### config.mk
export PLATFORM = sky130hd
export DESIGN_NAME = async_rd_timer
export DESIGN_NICKNAME = d
export VERILOG_FILES = /design/src/rtl/art_pkg.sv /design/src/rtl/art_seq.sv /design/src/rtl/art_strobe.sv /design/src/rtl/art_capture.sv /design/src/rtl/async_rd_timer.sv
export SDC_FILE = /design/constraint.sdc
export NUM_CORES = 1
export LEC_CHECK = 0
export ABC_AREA = 0
export BUFFER_PORTS_ARGS = -buffer_cell sky130_fd_sc_hd__buf_2
export CAP_MARGIN = 10
export CORE_MARGIN = 8
export CORE_UTILIZATION = 42
export DETAILED_ROUTE_END_ITERATION = 16
export PLACE_DENSITY = 0.66
export SLEW_MARGIN = 20
export SYNTH_ARGS = -nofsm -noshare
export SYNTH_HDL_FRONTEND = slang
export SYNTH_SLANG_ARGS = --single-unit
### constraint.sdc
create_clock -name clk -period 7.8 [get_ports clk]
set_input_delay 1.56 -clock clk [delete_from_list [all_inputs] [get_ports clk]]
set_output_delay 1.56 -clock clk [all_outputs]
set_load 0.05 [all_outputs]
### src/rtl/art_pkg.sv
package art_pkg;
  localparam int unsigned MAX_TW = 8;
  localparam int unsigned NSTROBE = 3;

  typedef enum logic [1:0] {
    STB_CS  = 2'd0,
    STB_ADV = 2'd1,
    STB_OE  = 2'd2
  } strobe_e;

  // Applies the granularity multiplier to one timing field.
  function automatic logic [MAX_TW:0] scale_tick(input logic [MAX_TW-1:0] val, input logic dbl);
    scale_tick = dbl ? {val, 1'b0} : {1'b0, val};
  endfunction

  // True when tick k lies in the half-open window [on, off).
  function automatic logic in_window(input logic [MAX_TW:0] k, input logic [MAX_TW:0] on_t,
                                     input logic [MAX_TW:0] off_t);
    in_window = (k >= on_t) && (k < off_t);
  endfunction
endpackage

### src/rtl/art_seq.sv
module art_seq #(
  parameter int unsigned CNTW = 7
) (
  input  logic            clk,
  input  logic            rst_n,
  input  logic            start_i,
  input  logic [CNTW-1:0] acc_s,
  input  logic [CNTW-1:0] cyc_s,
  output logic            busy,
  output logic [CNTW-1:0] count,
  output logic            start_acc,
  output logic            last_tick,
  output logic            cap_evt
);
  logic [CNTW:0] next_k;

  assign start_acc = start_i && !busy;
  assign next_k    = {1'b0, count} + 1'b1;
  assign last_tick = busy && (next_k >= {1'b0, cyc_s});
  assign cap_evt   = busy && (count == acc_s);

  always_ff @(posedge clk or negedge rst_n) begin
    if (!rst_n) begin
      busy  <= 1'b0;
      count <= '0;
    end else if (start_acc) begin
      busy  <= 1'b1;
      count <= '0;
    end else if (last_tick) begin
      busy  <= 1'b0;
      count <= '0;
    end else if (busy) begin
      count <= count + 1'b1;
    end
  end

  a_r2_count_steps: assert property (@(posedge clk) disable iff (!rst_n)
    (busy && !last_tick) |=> (busy && count == $past(count) + 1'b1));
  a_r2_starts_at_zero: assert property (@(posedge clk) disable iff (!rst_n)
    start_acc |=> (busy && count == '0));
  a_r7_ends_idle: assert property (@(posedge clk) disable iff (!rst_n)
    last_tick |=> !busy);
  a_r8_no_restart: assert property (@(posedge clk) disable iff (!rst_n)
    (busy && start_i && !last_tick) |=> count != '0);
endmodule

### src/rtl/art_strobe.sv
module art_strobe #(
  parameter int unsigned CNTW = 7
) (
  input  logic            clk,
  input  logic            rst_n,
  input  logic            busy,
  input  logic [CNTW-1:0] count,
  input  logic [CNTW-1:0] on_s,
  input  logic [CNTW-1:0] off_s,
  output logic            str_n
);
  import art_pkg::*;

  logic active;
  assign active = busy && in_window(MAX_TW'(count) , MAX_TW'(on_s), MAX_TW'(off_s)) ;
  assign str_n  = !active;

  a_r4_empty_window_high: assert property (@(posedge clk) disable iff (!rst_n)
    (off_s <= on_s) |-> str_n);
  a_r7_idle_high: assert property (@(posedge clk) disable iff (!rst_n)
    !busy |-> str_n);
endmodule

### src/rtl/art_capture.sv
module art_capture #(
  parameter int unsigned DW = 16
) (
  input  logic          clk,
  input  logic          rst_n,
  input  logic          cap_evt,
  input  logic [DW-1:0] mem_data_i,
  output logic [DW-1:0] rd_data
);
  always_ff @(posedge clk or negedge rst_n) begin
    if (!rst_n)       rd_data <= '0;
    else if (cap_evt) rd_data <= mem_data_i;
  end

  a_r6_hold_without_capture: assert property (@(posedge clk) disable iff (!rst_n)
    !cap_evt |=> $stable(rd_data));
  a_r6_takes_bus: assert property (@(posedge clk) disable iff (!rst_n)
    cap_evt |=> rd_data == $past(mem_data_i));
endmodule

### src/rtl/async_rd_timer.sv
module async_rd_timer #(
  parameter int unsigned TW = 6,
  parameter int unsigned DW = 16
) (
  input  logic          clk,
  input  logic          rst_n,
  input  logic          start_i,
  input  logic          gran_i,
  input  logic [TW-1:0] cs_on_i,
  input  logic [TW-1:0] cs_off_i,
  input  logic [TW-1:0] adv_on_i,
  input  logic [TW-1:0] adv_off_i,
  input  logic [TW-1:0] oe_on_i,
  input  logic [TW-1:0] oe_off_i,
  input  logic [TW-1:0] acc_i,
  input  logic [TW-1:0] cyc_i,
  input  logic [DW-1:0] mem_data_i,
  output logic          cs_n_o,
  output logic          adv_n_o,
  output logic          oe_n_o,
  output logic [DW-1:0] rd_data_o,
  output logic          done_o
);
  import art_pkg::*;

  localparam int unsigned CNTW = TW + 1;
  localparam int unsigned NS   = NSTROBE;

  // Timing fields sampled at cycle start.
  logic                   gran_q;
  logic [NS-1:0][TW-1:0]  on_q, off_q;
  logic [TW-1:0]          acc_q, cyc_q;

  logic [NS-1:0][TW-1:0]  on_in, off_in;
  logic [NS-1:0][CNTW-1:0] on_s, off_s;
  logic [CNTW-1:0]        acc_s, cyc_s;
  logic [NS-1:0]          str_n;

  logic                   busy, start_acc, last_tick, cap_evt;
  logic [CNTW-1:0]        count;

  assign on_in[STB_CS]   = cs_on_i;
  assign on_in[STB_ADV]  = adv_on_i;
  assign on_in[STB_OE]   = oe_on_i;
  assign off_in[STB_CS]  = cs_off_i;
  assign off_in[STB_ADV] = adv_off_i;
  assign off_in[STB_OE]  = oe_off_i;

  always_ff @(posedge clk or negedge rst_n) begin
    if (!rst_n) begin
      gran_q <= 1'b0;
      on_q   <= '0;
      off_q  <= '0;
      acc_q  <= '0;
      cyc_q  <= '0;
    end else if (start_acc) begin
      gran_q <= gran_i;
      on_q   <= on_in;
      off_q  <= off_in;
      acc_q  <= acc_i;
      cyc_q  <= cyc_i;
    end
  end

  assign acc_s = CNTW'(scale_tick(MAX_TW'(acc_q), gran_q));
  assign cyc_s = CNTW'(scale_tick(MAX_TW'(cyc_q), gran_q));

  art_seq #(.CNTW(CNTW)) u_seq (
    .clk       (clk),
    .rst_n     (rst_n),
    .start_i   (start_i),
    .acc_s     (acc_s),
    .cyc_s     (cyc_s),
    .busy      (busy),
    .count     (count),
    .start_acc (start_acc),
    .last_tick (last_tick),
    .cap_evt   (cap_evt)
  );

  for (genvar g = 0; g < NS; g++) begin : g_stb
    assign on_s[g]  = CNTW'(scale_tick(MAX_TW'(on_q[g]), gran_q));
    assign off_s[g] = CNTW'(scale_tick(MAX_TW'(off_q[g]), gran_q));

    art_strobe #(.CNTW(CNTW)) u_stb (
      .clk   (clk),
      .rst_n (rst_n),
      .busy  (busy),
      .count (count),
      .on_s  (on_s[g]),
      .off_s (off_s[g]),
      .str_n (str_n[g])
    );
  end

  art_capture #(.DW(DW)) u_cap (
    .clk        (clk),
    .rst_n      (rst_n),
    .cap_evt    (cap_evt),
    .mem_data_i (mem_data_i),
    .rd_data    (rd_data_o)
  );

  assign cs_n_o  = str_n[STB_CS];
  assign adv_n_o = str_n[STB_ADV];
  assign oe_n_o  = str_n[STB_OE];
  assign done_o  = last_tick;

  a_r7_done_single: assert property (@(posedge clk) disable iff (!rst_n)
    done_o |=> !done_o);
  a_r9_fields_held: assert property (@(posedge clk) disable iff (!rst_n)
    (busy && !start_acc) |=> ($stable(cyc_q) && $stable(acc_q) && $stable(gran_q)));
  a_r5_scaling_even: assert property (@(posedge clk) disable iff (!rst_n)
    gran_q |-> (cyc_s[0] == 1'b0 && acc_s[0] == 1'b0));
endmodule

Word-level counts from Yosys, hierarchy flattened --
Index checks and enable logic that the tools add are counted.
Storage, ports and cells: input port bits 68, register bits after elaboration 73, word-level logic and storage cells 50, output and inout bits 20
Operators by class: muxes and demuxes 13, reductions and logical operators 15, order comparisons 7, add/sub/neg operators 2, equality and inequality tests 1
Operators by type and width (number):
- $mux W7 | 11
- $ge A7 B7 Y1 | 3
- $lt A7 B7 Y1 | 3
- $logic_and A1 B1 Y1 | 9
- $add A7 B1 Y8 const B | 1
- $ge A8 B7 Y1 | 1
- $add A7 B1 Y7 const B | 1
- $eq A7 B7 Y1 | 1
- $logic_not A1 Y1 | 4
- $reduce_bool A3 Y1 | 1
- $mux W1 | 2
- $reduce_bool A2 Y1 | 1

Depth between registers and ports, before layout --
depth in word-level cells 5, mapped depth 11, depth with buffers taken out 11

Modules after synthesis --
A second synthesis with hierarchy kept.
Unflattened totals: cells, all modules 411, area, all modules 4783.3 um^2
By module, submodules not included:
- async_rd_timer | area each 2463.6 um^2, sequential area each 1226.2 um^2, cells each 165, instances 1
- art_strobe | area each 320.3 um^2, sequential area each 0.0 um^2, cells each 45, instances 3
- art_seq | area each 709.4 um^2, sequential area each 200.2 um^2, cells each 77, instances 1
- art_capture | area each 649.4 um^2, sequential area each 400.4 um^2, cells each 34, instances 1

Least setup slack after synthesis --
No wires, ideal clock.
path kind reg-to-output, from register gran_q, to output done_o, arrival time 2.903 ns, required time 6.240 ns, path slack 3.337 ns, buffers on the path 3, stages on the path, launching flop included 10, cells stage by stage dfrtp_1 -> buf_6 -> clkbuf_1 -> clkbuf_1 -> mux2i_1 -> ha_1 -> nand2_1 -> o21ai_0 -> a41oi_1 -> nor2_1
On the way: longest elaborated chain between the ends 3
Ends and longest elaborated chain:
- start: declaration | line async_rd_timer.sv:30 | logic gran_q;
- start signal: assignment | line async_rd_timer.sv:57 | gran_q <= gran_i;
- $mux W7 | line art_pkg.sv:13 | scale_tick = dbl ? {val, 1'b0} : {1'b0, val};
- $ge A8 B7 Y1 | line art_seq.sv:19 | assign last_tick = busy && (next_k >= {1'b0, cyc_s});
- $logic_and A1 B1 Y1 | line art_seq.sv:19
- end: declaration | line async_rd_timer.sv:22 | output logic done_o
Every way passes these cells.

Worst setup path after layout --
from register gran_q, to output adv_n_o
On the way: longest elaborated chain between the ends 5, elaborated cells on any way between the ends 7, those cells by class 2 x order compare; 2 x mux; 3 x reduce/logical
Ends and longest elaborated chain:
- $mux W7 | line art_pkg.sv:13
- $ge A7 B7 Y1 / $lt A7 B7 Y1 (equally long branches) | line art_pkg.sv:19 | in_window = (k >= on_t) && (k < off_t);
- $logic_and A1 B1 Y1 (*) | line art_pkg.sv:19
- $logic_and A1 B1 Y1 (*) | line art_strobe.sv:15 | assign active = busy && in_window(MAX_TW'(count) , MAX_TW'(on_s), MAX_TW'(off_s)) ;
- $logic_not A1 Y1 (*) | line art_strobe.sv:16 | assign str_n = !active;
- end: declaration | line async_rd_timer.sv:19 | output logic adv_n_o,
Every way passes the cells marked *; elsewhere a longest branch is shown, timed or not.

==> flow_summary_export.csv <==
group,metric,value,unit
status,status,"finished clean",
logic_synthesis,ys_types,32,
logic_synthesis,synthCells,361,
clock_tree,cts_root_buf,"clkbuf_8",
logic_synthesis,ys.warnings.count,0,
global_route,grt_max_degree,74,
timing,max-slew-margin-rel,31.67,%
cells_and_area,diodes,0,
drt,avgViaCountPerCell,5.349,
drt,wl_per_cell,15.80,um
drt,ant_nets,0,
floorplan,initial_core_util,42.51,%
floorplan,ios,88,
cells_and_area,drive_above_1_share,38.36,%
cells_and_area,layout_commonest_cell,"buf_2",
cells_and_area,area_delta_synth_final,18.01,%
floorplan,chipWidth,117.5,um
clock_tree,clockBufferDepth,2,
place,place.gp.congestion,0.7699,
cells_and_area,multi_input_area,2420,sq um
place,placed_cells_incl_taps,571,
setup_path,end_kind,"primary output",
clock_tree,cts_setup_buffers,0,
logic_synthesis,synth_nets,476,
global_route,grt_pass1_vias,3385,
logic_synthesis,yosysTopAreaCell,"dfrtp_1",
drt,drtIter0Drc,110,
global_route,grt_pass1_wl,16080,um
floorplan,die_h,117.5,um
setup_path,worstPathRequired,6240,ps
clock_tree,clock_latency,350,ps
drt,num_vias,3140,
power_and_ir_drop,p_per_area,409.7,nW/um^2
power_and_ir_drop,irDropWorstVdd,0.0002179,V
floorplan,core-area,10180,sq um
flow_run,maxCapViolCount,0,
global_route,overflow,0,
timing,period_minus_slack,4770,ps
logic_synthesis,seq_area_frac_synth,42.20,%
logic_synthesis,yosysTopAreaCellShare,42.20,%
clock_tree,h-tree-depth,3,
place,dpl.hpwl,6927,um
cells_and_area,stdcell_count,587,
drt,first_pass_iters,4,
clock_tree,cts_hold_buf,0,
clock_tree,ctsResizeCount,0,
setup_path,critPathMaxFanout,35,
timing,fmax,209.7,MHz
floorplan,rows,37,
logic_synthesis,synthTopCellsByArea,"dfrtp_1, mux2_2, ha_1",
drt,drc,0,
cells_and_area,final_cell_mix,"buf_2, dfrtp_1, mux2_2",
setup_path,start_kind,"flop",
logic_synthesis,syn_area_per_cell,11.99,sq um
global_route,antenna_found_initial,0,
drt,wirelength,9272,um
cells_and_area,regArea,1828,sq um
clock_tree,cts_sinks,73,
timing,slew_violations,0,
setup_path,worstSetupPathType,"reg2out",
timing,finClkSkew,11.00,ps
place,place.port_buffers,87,
timing,worst_pin_slew,1017,ps
floorplan,dieArea,13810,sq um
global_route,track_usage,13.88,%
power_and_ir_drop,leakagePower,2.510,nW
worst_hold_path,hold_path_class,"reg2reg",
timing,fin_setup_tns,0,ps
cells_and_area,fillers,949,
logic_synthesis,syn_area,4329,sq um
timing,rsz0062_at_grt,"no",
timing,hold_violations,0,
setup_path,worstPathArrival,3210,ps
cells_and_area,nets,561,
clock_tree,cts_buffers,9,
logic_synthesis,synth_seq_cells,73,
timing,timing.final.crit_share,61.15,%
clock_tree,tritoncts,"done",
timing,setup_viol,0,
clock_tree,path_clk_slew,80,ps
==> metrics by stage <==
step / hold WS (ps) / total power [W] / util, % / area (sq um) / setup WS [ps]
floorplan: 495.1 / 0.001540 / - / 4329 / 3337
global placement: 485.2 / 0.001742 / 48.02 / 4891 / 3441
detailed placement: 489.7 / 0.001787 / 48.02 / 4891 / 3381
CTS: 513.7 / 0.002119 / 50.16 / 5109 / 2998
global route: 521.9 / 0.002274 / 50.16 / 5109 / 2795
finish: 509.3 / 0.002093 / 50.16 / 5109 / 3030
==> final cells by class <==
| class | count | area share (%) |
|---|---|---|
| Tap cell | 136 | 3.331 |
| Inverter | 4 | 0.2939 |
| Multi-Input combinational cell | 268 | 47.37 |
| Sequential cell | 73 | 35.78 |
| Clock inverter | 7 | 1.837 |
| Timing Repair Buffer | 90 | 8.964 |
| Clock buffer | 9 | 2.425 |
==> final timing paths <==
check | slack [ps] | start | to | cells past startpoint
max in group asynchronous | 5770 | rst_n | gran_q$_DFFE_PN0P_ | 2
min in group asynchronous | 1400 | rst_n | u_cap.rd_data[1]$_DFFE_PN0P_ | 2
max | 3030 | gran_q$_DFFE_PN0P_ | adv_n_o | 9
min | 510 | u_cap.rd_data[11]$_DFFE_PN0P_ | u_cap.rd_data[11]$_DFFE_PN0P_ | 1
min reg2reg | 510 | u_cap.rd_data[11]$_DFFE_PN0P_ | u_cap.rd_data[11]$_DFFE_PN0P_ | 1
max reg2reg | 4460 | gran_q$_DFFE_PN0P_ | u_cap.rd_data[8]$_DFFE_PN0P_ | 6
==> synth_stat cells <==
library cell   n
buf_1          3
mux2i_1       40
o21ai_0       15
a211oi_1       6
a31oi_1        2
a21o_1         7
xnor2_1        2
clkbuf_1      11
ha_1          47
o211ai_1       3
nand2b_1       5
nand4_1        1
a41oi_1        1
inv_1          4
a221oi_1       1
o22ai_1        1
nor2b_1        5
a2111oi_0      3
nand2_1       25
mux2_2        64
xor2_1         5
nor4_4         1
and3_1         1
o2111ai_1      4
o21a_1         3
a32o_1         1
buf_6          2
a21boi_0       3
dfrtp_1       73
nor2_1         5
nand3_1        7
a21oi_1       10
==> worst max-delay path: stages (launching register included) <==
cell	delay [ps]
dfrtp_2	700
buf_4	530
mux2i_1	250
ha_1	250
o21a_1	180
o211ai_1	160
a21oi_1	60
a2111oi_0	390
nand2_1	100
buf_2	220
==> registers in the layout, summed over array words and instances (netlist names) <==
register / cells
u_seq.count: 7
acc_q: 6
u_cap.rd_data: 16
on_q: 18
off_q: 18
u_seq.busy: 1
gran_q: 1
cyc_q: 6
==> layer usage <==
metal,part of all wire (%),track usage (%),up-vias
li1,-,-,1509
met1,45,16.59,1536
met2,47,22.83,82
met3,6.7,5.276,13
met4,1.3,3.843,0
met5,0,0,-
==> cell families (layout without fill, tap and decap cells) <==
kind of cell | count (synthesis) | count (layout) | share of synthesized area, %
xor+xnor | 7 | 7 | 1.416
mux | 104 | 104 | 25.90
flops | 73 | 73 | 42.20
simple gates | 50 | 50 | 5.636
buf+inv | 20 | 110 | 2.081
compound gates | 60 | 60 | 9.191
fa+ha+maj | 47 | 47 | 13.58
==> power breakdown <==
group	internal (W)	switching, W
logic	0.000491	0.000536
registers	0.000553	0.000188
clock network	0.000180	0.000146
No activity file was read; power rests on OpenSTA's default activity.
